===== config.mk =====
export PLATFORM = sky130hd
export DESIGN_NAME = instr_serial_port
export DESIGN_NICKNAME = d
export VERILOG_FILES = /design/src/rtl/isp_pkg.sv /design/src/rtl/isp_sync.sv /design/src/rtl/isp_regbank.sv /design/src/rtl/isp_engine.sv /design/src/rtl/instr_serial_port.sv
export SDC_FILE = /design/constraint.sdc
export NUM_CORES = 1
export LEC_CHECK = 0
export BUFFER_PORTS_ARGS = -buffer_cell sky130_fd_sc_hd__buf_2
export CAP_MARGIN = 20
export CORE_MARGIN = 2
export CORE_UTILIZATION = 55
export CTS_BUF_LIST = sky130_fd_sc_hd__clkbuf_16
export DETAILED_ROUTE_END_ITERATION = 6
export PLACE_DENSITY = 0.72
export SKIP_LAST_GASP = 1
export SLEW_MARGIN = 20
export SYNTH_ARGS = -nofsm -noshare
export SYNTH_HDL_FRONTEND = slang
export SYNTH_SLANG_ARGS = --single-unit

===== constraint.sdc =====
create_clock -name clk -period 2.4 [get_ports clk]
set_input_delay 0.12 -clock clk [delete_from_list [all_inputs] [get_ports clk]]
set_output_delay 0.12 -clock clk [all_outputs]
set_load 0.02 [all_outputs]

===== src/rtl/isp_pkg.sv =====
// Shared types and constants for the instruction-byte serial register port.
package isp_pkg;
    localparam int REG_W    = 24;
    localparam int BYTE_W   = 8;
    localparam int NUM_WR   = 4;
    localparam int CNT_W    = $clog2(BYTE_W);

    // Register selector; SEL_DATA is the read-only result register
    typedef enum logic [2:0] {
        SEL_DATA = 3'd0,
        SEL_CTRL = 3'd1,
        SEL_OFFS = 3'd2,
        SEL_PFS  = 3'd3,
        SEL_NFS  = 3'd4
    } reg_sel_t;

    typedef enum logic [2:0] {
        ST_IDLE, ST_INSTR, ST_WRITE, ST_READ, ST_DONE
    } port_state_t;

    // Byte index after a completed byte: step down, wrap 0 -> 2
    function automatic logic [1:0] next_ptr(input logic [1:0] p);
        return (p == 2'd0) ? 2'd2 : p - 2'd1;
    endfunction
endpackage


===== src/rtl/isp_sync.sv =====
// Multi-stage synchronizer for a bundle of asynchronous inputs.
// Also provides the previous synchronized value for edge detection.
// Assumes STAGES >= 2 and slowly changing inputs (several clk per level).
module isp_sync #(
    parameter int             WIDTH   = 3,
    parameter int             STAGES  = 2,
    parameter logic [WIDTH-1:0] RST_VAL = '0
) (
    input  logic             clk,
    input  logic             rst_n,
    input  logic [WIDTH-1:0] async_i,
    output logic [WIDTH-1:0] sync_o,
    output logic [WIDTH-1:0] prev_o
);
    logic [STAGES-1:0][WIDTH-1:0] chain;

    // Shift the inputs through the synchronizer chain and keep one extra copy
    always_ff @(posedge clk) begin
        if (!rst_n) begin
            chain  <= {STAGES{RST_VAL}};
            prev_o <= RST_VAL;
        end else begin
            chain  <= {chain[STAGES-2:0], async_i};
            prev_o <= chain[STAGES-1];
        end
    end

    assign sync_o = chain[STAGES-1];
endmodule


===== src/rtl/isp_regbank.sv =====
// Register bank: four writable 24-bit registers plus a snapshot of the
// converter result. Byte-wide write port, combinational byte read port.
// Assumes wr_ptr / rd_ptr never exceed 2 (the engine guarantees this).
module isp_regbank
    import isp_pkg::*;
(
    input  logic              clk,
    input  logic              rst_n,
    input  logic              wr_en,
    input  reg_sel_t          wr_sel,
    input  logic [1:0]        wr_ptr,
    input  logic [BYTE_W-1:0] wr_data,
    input  logic              snap,
    input  logic [REG_W-1:0]  conv_data,
    input  reg_sel_t          rd_sel,
    input  logic [1:0]        rd_ptr,
    output logic [BYTE_W-1:0] rd_byte
);
    logic [REG_W-1:0] view [NUM_WR];
    logic [REG_W-1:0] hold;
    logic [REG_W-1:0] word;

    for (genvar i = 0; i < NUM_WR; i++) begin : g_reg
        logic [REG_W-1:0] q;
        // Byte update of writable register i (selector value i+1)
        always_ff @(posedge clk) begin
            if (!rst_n)
                q <= '0;
            else if (wr_en && wr_sel == reg_sel_t'(i + 1))
                q[BYTE_W*wr_ptr +: BYTE_W] <= wr_data;
        end
        assign view[i] = q;
    end

    // Capture the converter result when a command byte completes
    always_ff @(posedge clk) begin
        if (!rst_n)
            hold <= '0;
        else if (snap)
            hold <= conv_data;
    end

    // Select the addressed register for reading
    always_comb begin
        case (rd_sel)
            SEL_DATA: word = hold;
            SEL_CTRL: word = view[0];
            SEL_OFFS: word = view[1];
            SEL_PFS:  word = view[2];
            SEL_NFS:  word = view[3];
            default:  word = '0;
        endcase
    end

    assign rd_byte = word[BYTE_W*rd_ptr +: BYTE_W];
endmodule


===== src/rtl/isp_engine.sv =====
// Protocol engine: collects the command byte, then runs the write or read
// burst with byte-index stepping. Works on synchronized serial signals and
// single-cycle edge strobes. Read bits are updated on serial falling edges.
module isp_engine
    import isp_pkg::*;
(
    input  logic              clk,
    input  logic              rst_n,
    input  logic              cs_act,
    input  logic              sclk_rise,
    input  logic              sclk_fall,
    input  logic              sdi,
    input  logic              mode_3wire,
    input  logic [BYTE_W-1:0] rd_byte,
    output reg_sel_t          rd_sel,
    output logic [1:0]        rd_ptr,
    output logic              wr_en,
    output reg_sel_t          wr_sel,
    output logic [1:0]        wr_ptr,
    output logic [BYTE_W-1:0] wr_data,
    output logic              snap,
    output logic              sdio_o,
    output logic              sdio_oe,
    output logic              sdo_o,
    output logic              sdo_oe
);
    port_state_t       state;
    logic [CNT_W-1:0]  bit_cnt;
    logic [BYTE_W-1:0] shreg;
    logic [BYTE_W-1:0] in_byte;
    logic [1:0]        left;
    logic [1:0]        ptr;
    reg_sel_t          sel;
    reg_sel_t          dec_sel;
    logic              rd_act;
    logic              rd_last;
    logic              last_bit;

    assign in_byte  = {shreg[BYTE_W-2:0], sdi};
    assign last_bit = (bit_cnt == CNT_W'(BYTE_W - 1));

    // Decode register selector from the completed command byte
    always_comb begin
        case (in_byte[3:2])
            2'b00:   dec_sel = SEL_DATA;
            2'b01:   dec_sel = SEL_CTRL;
            2'b10:   dec_sel = SEL_OFFS;
            default: dec_sel = in_byte[4] ? SEL_NFS : SEL_PFS;
        endcase
    end

    // Main sequencer: command byte, then write or read burst
    always_ff @(posedge clk) begin
        if (!rst_n) begin
            state   <= ST_IDLE;
            bit_cnt <= '0;
            shreg   <= '0;
            left    <= '0;
            ptr     <= '0;
            sel     <= SEL_DATA;
            rd_act  <= 1'b0;
            rd_last <= 1'b0;
            wr_en   <= 1'b0;
            wr_sel  <= SEL_DATA;
            wr_ptr  <= '0;
            wr_data <= '0;
            snap    <= 1'b0;
        end else begin
            wr_en <= 1'b0;
            snap  <= 1'b0;
            if (!cs_act) begin
                state   <= ST_IDLE;
                bit_cnt <= '0;
                rd_act  <= 1'b0;
                rd_last <= 1'b0;
            end else begin
                case (state)
                    ST_IDLE: begin
                        state   <= ST_INSTR;
                        bit_cnt <= '0;
                    end
                    ST_INSTR: if (sclk_rise) begin
                        shreg   <= in_byte;
                        bit_cnt <= bit_cnt + 1'b1;
                        if (last_bit) begin
                            sel   <= dec_sel;
                            ptr   <= (in_byte[1:0] == 2'd3) ? 2'd2 : in_byte[1:0];
                            left  <= in_byte[6:5];
                            snap  <= 1'b1;
                            state <= in_byte[7] ? ST_WRITE : ST_READ;
                        end
                    end
                    ST_WRITE: if (sclk_rise) begin
                        shreg   <= in_byte;
                        bit_cnt <= bit_cnt + 1'b1;
                        if (last_bit) begin
                            wr_en   <= (sel != SEL_DATA);
                            wr_sel  <= sel;
                            wr_ptr  <= ptr;
                            wr_data <= in_byte;
                            ptr     <= next_ptr(ptr);
                            if (left == 2'd0) state <= ST_DONE;
                            else              left  <= left - 1'b1;
                        end
                    end
                    ST_READ: if (sclk_fall) begin
                        if (bit_cnt == '0 && rd_last) begin
                            state  <= ST_DONE;
                            rd_act <= 1'b0;
                        end else begin
                            if (bit_cnt == '0) begin
                                shreg  <= rd_byte;
                                rd_act <= 1'b1;
                            end else begin
                                shreg <= shreg << 1;
                            end
                            bit_cnt <= bit_cnt + 1'b1;
                            if (last_bit) begin
                                ptr <= next_ptr(ptr);
                                if (left == 2'd0) rd_last <= 1'b1;
                                else              left    <= left - 1'b1;
                            end
                        end
                    end
                    default: ;
                endcase
            end
        end
    end

    assign rd_sel  = sel;
    assign rd_ptr  = ptr;
    assign sdio_oe = rd_act & ~mode_3wire;
    assign sdo_oe  = rd_act &  mode_3wire;
    assign sdio_o  = sdio_oe & shreg[BYTE_W-1];
    assign sdo_o   = sdo_oe  & shreg[BYTE_W-1];
endmodule


===== src/rtl/instr_serial_port.sv =====
// Top of the instruction-byte serial register port. Synchronizes the serial
// pins into clk, derives serial clock edge strobes, and connects the protocol
// engine to the register bank. Assumes sclk half-period >= 4 clk cycles.
module instr_serial_port
    import isp_pkg::*;
#(
    parameter int SYNC_STAGES = 2
) (
    input  logic             clk,
    input  logic             rst_n,
    input  logic             cs_n,
    input  logic             sclk,
    input  logic             sdio_i,
    output logic             sdio_o,
    output logic             sdio_oe,
    output logic             sdo_o,
    output logic             sdo_oe,
    input  logic             mode_3wire,
    input  logic [REG_W-1:0] conv_data
);
    logic [2:0]        pin_sync;
    logic [2:0]        pin_prev;
    logic              cs_act;
    logic              sclk_rise;
    logic              sclk_fall;
    logic [BYTE_W-1:0] rd_byte;
    reg_sel_t          rd_sel;
    logic [1:0]        rd_ptr;
    logic              wr_en;
    reg_sel_t          wr_sel;
    logic [1:0]        wr_ptr;
    logic [BYTE_W-1:0] wr_data;
    logic              snap;

    isp_sync #(
        .WIDTH   (3),
        .STAGES  (SYNC_STAGES),
        .RST_VAL (3'b100)
    ) u_sync (
        .clk     (clk),
        .rst_n   (rst_n),
        .async_i ({cs_n, sclk, sdio_i}),
        .sync_o  (pin_sync),
        .prev_o  (pin_prev)
    );

    assign cs_act    = ~pin_sync[2];
    assign sclk_rise =  pin_sync[1] & ~pin_prev[1];
    assign sclk_fall = ~pin_sync[1] &  pin_prev[1];

    isp_engine u_engine (
        .clk        (clk),
        .rst_n      (rst_n),
        .cs_act     (cs_act),
        .sclk_rise  (sclk_rise),
        .sclk_fall  (sclk_fall),
        .sdi        (pin_sync[0]),
        .mode_3wire (mode_3wire),
        .rd_byte    (rd_byte),
        .rd_sel     (rd_sel),
        .rd_ptr     (rd_ptr),
        .wr_en      (wr_en),
        .wr_sel     (wr_sel),
        .wr_ptr     (wr_ptr),
        .wr_data    (wr_data),
        .snap       (snap),
        .sdio_o     (sdio_o),
        .sdio_oe    (sdio_oe),
        .sdo_o      (sdo_o),
        .sdo_oe     (sdo_oe)
    );

    isp_regbank u_bank (
        .clk       (clk),
        .rst_n     (rst_n),
        .wr_en     (wr_en),
        .wr_sel    (wr_sel),
        .wr_ptr    (wr_ptr),
        .wr_data   (wr_data),
        .snap      (snap),
        .conv_data (conv_data),
        .rd_sel    (rd_sel),
        .rd_ptr    (rd_ptr),
        .rd_byte   (rd_byte)
    );
endmodule


# After elaboration in Yosys (flattened, before gate mapping)
# Index checks and enable logic that the tools add are counted.
# op_classes
n_shift	3
bitwise_logic	16
reduce_logical	29
n_mux	45
n_eq_ne	24
add_sub_neg	4
# op_table
cell	count
$pmux 24 s5	1
$bwmux 24	4
$neg 5->34	1
$shift 8x34->24 const A	1
$shiftx 8x34->24	1
$mux 3	11
$mux 8	4
$mux 2	15
$shiftx 24x6->8	1
$eq 3x2->1 const B	6
$pmux 3 s3	2
$pmux 8 s2	1
$pmux 2 s3	2
$pmux 3 s4	1
$reduce_and 4->1	3
$ne 2x1->1 const B	5
$not 1->1	10
$reduce_and 5->1	2
$eq 3x1->1 const B	3
$eq 3x3->1 const B	3
$logic_not 3->1	3
$reduce_bool 3->1	3
$ne 2x2->1 const B	4
$reduce_and 8->1	1
15 further kinds	33
# totals
output_inout_bits	4
reg_bits	166
wordCells	142

# Depth between registers and ports, before layout
# logic_depth
depth_word	7
depth_mapped	9
mapped_depth_nobuf	7

# By module
# A second synthesis with hierarchy kept.
# hier_totals
cells_unflattened	951
hier_area_um2	8146.6
# modules_own_cells
module	n_inst	seq_area_each_um2	cells_per_inst	area_per_inst_um2
isp_regbank	1	2402.3	704	5979.5
isp_engine	1	760.7	223	1889.3
isp_sync	1	180.2	21	259.0
instr_serial_port	1	0.0	3	18.8

# Worst setup path before layout
# OpenSTA, ideal clock, no wires.
# synth_path
kind	register to register
start	reg u_engine.bit_cnt[0]
end	reg u_engine.left[0]
n_path_buf	1
setup_ns	0.132
arrival_ns	1.737
path_slack_ns	0.531
t_required_ns	2.268
path_stages_with_launch	8
cell_sequence	dfxtp_1 -> ha_1 -> ha_1 -> clkbuf_1 -> o21ai_0 -> a2111oi_4 -> mux2i_1 -> a21oi_1
# synth_between
elab_chain_cells	5
elab_cells_between_ends	11
classes_between	eq/ne: 3; mux: 5; reduce/logical: 3
# synth_lines
item	line_no	source
from (decl)	isp_engine.sv:28	logic [CNT_W-1:0] bit_cnt;
from (signal assigned)	isp_engine.sv:84	bit_cnt <= bit_cnt + 1'b1;
from (signal assigned)	isp_engine.sv:95	bit_cnt <= bit_cnt + 1'b1;
from (signal assigned)	isp_engine.sv:117	bit_cnt <= bit_cnt + 1'b1;
$eq 3x3->1 (*)	isp_engine.sv:40	assign last_bit = (bit_cnt == CNT_W'(BYTE_W - 1));
net u_engine.last_bit	isp_engine.sv:37	logic last_bit;
$mux 2 (3 in a row)	-	
$pmux 2 s3	-	
to (signal assigned)	isp_engine.sv:88	left <= in_byte[6:5];
to (signal assigned)	isp_engine.sv:103	else left <= left - 1'b1;
to (signal assigned)	isp_engine.sv:121	else left <= left - 1'b1;
to (decl)	isp_engine.sv:31	logic [1:0] left;
# The timed path passes the listed nets; every way through them passes the cells marked *. The select of a mux whose other input is x is not followed.
# A chain may end at the register's enable or synchronous reset.

# Worst setup path in the final report
# layout_path
start	reg u_engine.sel[0], in the netlist u_engine.rd_sel[0]
end	reg u_engine.shreg[5]
# layout_between
elab_chain_cells	7
elab_cells_between_ends	11
classes_between	eq/ne: 4; shift: 1; mux: 5; reduce/logical: 1
# layout_lines
item	line_no	source
from (decl)	isp_engine.sv:33	reg_sel_t sel;
from (signal assigned)	isp_engine.sv:86	sel <= dec_sel;
$eq 3x3->1 (tied with other cells)	isp_regbank.sv:45	case (rd_sel)
$pmux 24 s5 (*)	isp_regbank.sv:45	
$shiftx 24x6->8 (*)	isp_regbank.sv:55	assign rd_byte = word[BYTE_W*rd_ptr +: BYTE_W];
$mux 8 (*)	isp_engine.sv:111	if (bit_cnt == '0) begin
$mux 8 (*)	isp_engine.sv:107	if (bit_cnt == '0 && rd_last) begin
$mux 8 (*)	isp_engine.sv:106	ST_READ: if (sclk_fall) begin
$pmux 8 s2 (*)	isp_engine.sv:77	case (state)
to (signal assigned)	isp_engine.sv:83	shreg <= in_byte;
to (signal assigned)	isp_engine.sv:112	shreg <= rd_byte;
to (signal assigned)	isp_engine.sv:115	shreg <= shreg << 1;
to (decl)	isp_engine.sv:29	logic [BYTE_W-1:0] shreg;
# Mark *: on every way between the ends. The rest lies on a longest branch, timed or not. The select of a mux whose other input is x is not followed.

==> results.md <==
- Sequential share of the synthesized area: 43.8%
- Maximum frequency from static timing analysis: 499 MHz
- Root cell of the clock tree: clkbuf_16
- Run status: finished, final reports clean
- Cell area after layout: 0.00872 sq mm
- GRT Util Overall: 26.9%
- WL final: 18.6 mm
- Layout Skew: 0.00937 ns
- Layout cells sized above 1: 10.9%
- Power share of the combinational group: 2.2%
- Antenna violations before repair: 0
- Power Internal: 4.32 mW
- Final total negative setup slack: 0 ns
- Global-route wire length before repair: 30.7 mm
- Max rail drop VDD: 0.779 mV
- Async set or reset register ratio after synthesis: 0%
- Standby leakage power: 2.98 nW
- Vert. Die Dim: 121 um
- Layout Nets: 986
- Actual transition at the worst max-transition pin: 0.673 ns
- Initial drt markers: 612
- Overall via count from detail_route: 6330
- Number of port buffers: 33
- Setup-failing EPs final: 0
- Switching power share of the total: 21.4%
- Worst reg2reg path endpoint: u_engine.shreg[5]$_SDFFE_PN0P_
- Total placed instance area: 0.00789 sq mm
- Worst hold stages: 3
- Worst setup margin: 0.395 ns
- Average instance area after synthesis: 8.33 sq um
- Total nets after synthesis: 943
- Global route overflow: 0
- Vias in the first global route: 5902
- Final-layout fill cell count: 1117
- Worst slack after detailed placement: 0.449 ns
- Yosys warnings: 0
- Number of remaining DRC errors: 0
- Crit end category: register
- Number of instances in the synthesized netlist: 905
- Setup repair after global routing missed its margin: false
- Floorplan die area: 0.0147 sq mm
- Max-cap viol count: 0
- Routability congestion estimate from global placement: 0.886
- Multi-input gate area in the final layout: 0.00393 sq mm
- Top library cells by usage in the layout, fill and taps aside: 184 x nor2_1, 163 x dfxtp_1, 106 x nand2_1, 77 x mux2i_1, 76 x a21oi_1
- CTS sink cnt: 165
- Maximum number of pins on one net before global-route repair: 66
- Mapped Area: 0.00753 sq mm
- Count of distinct cell types in the synthesized netlist: 54
- Endpoint of the worst hold path: u_engine.shreg[2]$_SDFFE_PN0P_
- Post-detailed-route via-to-cell ratio: 5.57
- First-pass detailed-route iteration total: 7
- Max-slew violation count: 0
- Most common library cell in the layout ignoring fill and taps: nor2_1
- Power per cell area: 630 mW/mm^2
- Minimum hold slack: 0.0584 ns
- Top-level I/O count: 34
- Relative contribution of the clock network to total power: 47.8%
- Post CTS Setup Buffer Count: 0
- Detail Route Antenna Nets: 0
- Worst slew margin relative to its limit: 55.0%
- Critical path class: register to register
- Reg power frac: 50.1%
- DP HPWL: 12.3 mm
- Sequential cell area: 0.00331 sq mm
- Effective utilization at floorplan: 56.7%
- Internal reg-to-reg setup slack: 0.39 ns
- Number of flops mapped to enable cells by yosys: 0
- Origin of the worst min-delay path: rst_n
- Path depth of the worst reg2reg path: 6
- Largest buffer count on any clock path: 2
- Part of the cycle the worst path needs: 83.6%
- H-tree levels: 4
- Worst Path Required: 2.76 ns
- Yosys top cell area share: 43.8%
- Biggest area consumer among synthesized cells: dfxtp_1
- Clock-pin slew reported for the worst setup and hold paths after clock tree synthesis: 0.06 ns
- Latest clock arrival within the worst-skew pair: 0.43 ns
- Kind of path behind the tightest hold check: input port to register
- Largest cells by area after synthesis: dfxtp_1 44%, mux2i_1 10%, nor2_1 9.2%, nand2_1 5.3%, a21oi_1 5.0%
- Arrival time at the worst endpoint: 2.37 ns
- Core occupancy in the finished layout: 65.6%
- Sw Pwr: 1.18 mW
- Final Hold Fails: 0
- Horiz. Die Dim: 121 um
- Startpoint of the worst-slack reg-to-reg timing path: u_engine.rd_sel[0]$_SDFFE_PN0P_
- Count of antenna diodes in the layout: 0
- Routed wirelength normalized by instance count: 16.4 um
- Clock buffer count from CTS: 17
- Maximum fanout count along the critical path: 21
- Core region area: 0.0133 sq mm
- Number of storage elements in the synthesis netlist: 165
- Post-synthesis to final-layout area growth: 15.7%
- Min Tclk post-route: 2.01 ns
- Element type at the critical path start: register
- Number of cell rows: 42
- Prevailing post-synth register cell: dfxtp_1
- Clock tree from TritonCTS: done
[state kept, by name (all words and copies together) (netlist names), 3 cells and up]
name              cells
u_bank.g.q           96
u_sync.sync_o         3
u_engine.wr_sel       3
u_bank.hold          24
u_engine.state        3
u_sync.chain          3
u_engine.wr_data      8
u_engine.shreg        8
u_engine.bit_cnt      3
u_engine.rd_sel       3
[stage by stage]
step                power (mW)  instances
floorplan                 2.86        905
global placement          2.90       1078
detailed placement        2.90       1078
CTS                       5.52       1137
global route              5.66       1137
finish                    5.49       1137
[how the worst max path moves through the flow]
stage                                      from                               to  slack [ns]  cells after the start
3_3_place_gp   u_engine.bit_cnt[0]$_SDFFE_PP0P_  u_engine.rd_sel[1]$_SDFFE_PN0P_        0.43                      7
4_1_cts         u_engine.rd_sel[0]$_SDFFE_PN0P_   u_engine.shreg[5]$_SDFFE_PN0P_        0.42                      6
3_5_place_dp    u_engine.rd_sel[0]$_SDFFE_PN0P_   u_engine.shreg[5]$_SDFFE_PN0P_        0.45                      6
5_1_grt        u_engine.bit_cnt[0]$_SDFFE_PP0P_  u_engine.rd_sel[2]$_SDFFE_PN0P_        0.19                      7
2_1_floorplan  u_engine.bit_cnt[0]$_SDFFE_PP0P_    u_engine.left[0]$_SDFFE_PN0P_        0.53                      7
6_report        u_engine.rd_sel[0]$_SDFFE_PN0P_   u_engine.shreg[5]$_SDFFE_PN0P_        0.39                      6
[layer usage]
metal  up-vias  GRT usage [%]  wire length [um]
met2       168           42.4              8550
met4         0           9.74               458
met5         -              0                 0
li1       3196              -                 -
met1      2927           36.8              8680
met3        39           5.36               927
[timing repair]
item	CTS	global route
endpoints found under the hold margin	27	0
resized for setup	0	0
hold buffers	27	0
[worst max-delay path: stages, from the launching register on]
cell      delay [ns]
dfxtp_2         0.71
buf_4           0.35
mux2i_1         0.11
o22a_1          0.21
o221ai_1        0.24
nand4_1         0.13
a31oi_1         0.16
[power groups by stage]
stage | Clock (mW) | Combinational, mW | Sequential [mW]
after floorplan | 0 | 0.0474 | 2.81
after global placement | 0 | 0.0850 | 2.81
after detailed placement | 0 | 0.0859 | 2.81
after CTS | 2.65 | 0.119 | 2.75
after global routing | 2.78 | 0.131 | 2.75
final | 2.62 | 0.119 | 2.75
[logic make-up (layout without fill, tap and decap cells)]
| logic type | count (synthesis) | count (layout) | synth area share [%] |
|---|---|---|---|
| simple gates | 397 | 397 | 24.2 |
| compound gates | 180 | 180 | 14.4 |
| flops | 165 | 165 | 43.8 |
| mux | 83 | 83 | 12.0 |
| buf+inv | 72 | 128 | 4.12 |
| fa+ha+maj | 8 | 8 | 1.33 |
[final cells by class]
type / count / area share (%)
multi-input cells: 668 / 45.0
flip-flops and latches: 165 / 37.9
repair buffers: 85 / 7.58
clock buffers: 17 / 4.88
well taps: 176 / 2.53
clock inverters: 15 / 1.61
inverters: 11 / 0.488
[cell usage after synthesis, drive strengths merged, types with 2 or more instances]
cell / count
nor2: 185
dfxtp: 165
nand2: 107
mux2i: 77
a21oi: 76
o21ai: 50
clkbuf: 41
and2: 39
buf: 20
o221ai: 13
nand3: 11
inv: 10
nand2b: 10
a31oi: 8
ha: 8
nor3: 8
nor3b: 8
o22a: 8
nand4: 7
mux4: 6
o21a: 6
a21o: 5
nand3b: 5
o2111ai: 3
o22ai: 3
a311oi: 2
and4b: 2
and4bb: 2
nor2b: 2
nor4b: 2
nor4bb: 2
Note: power is estimated with default switching activity, not from simulation.
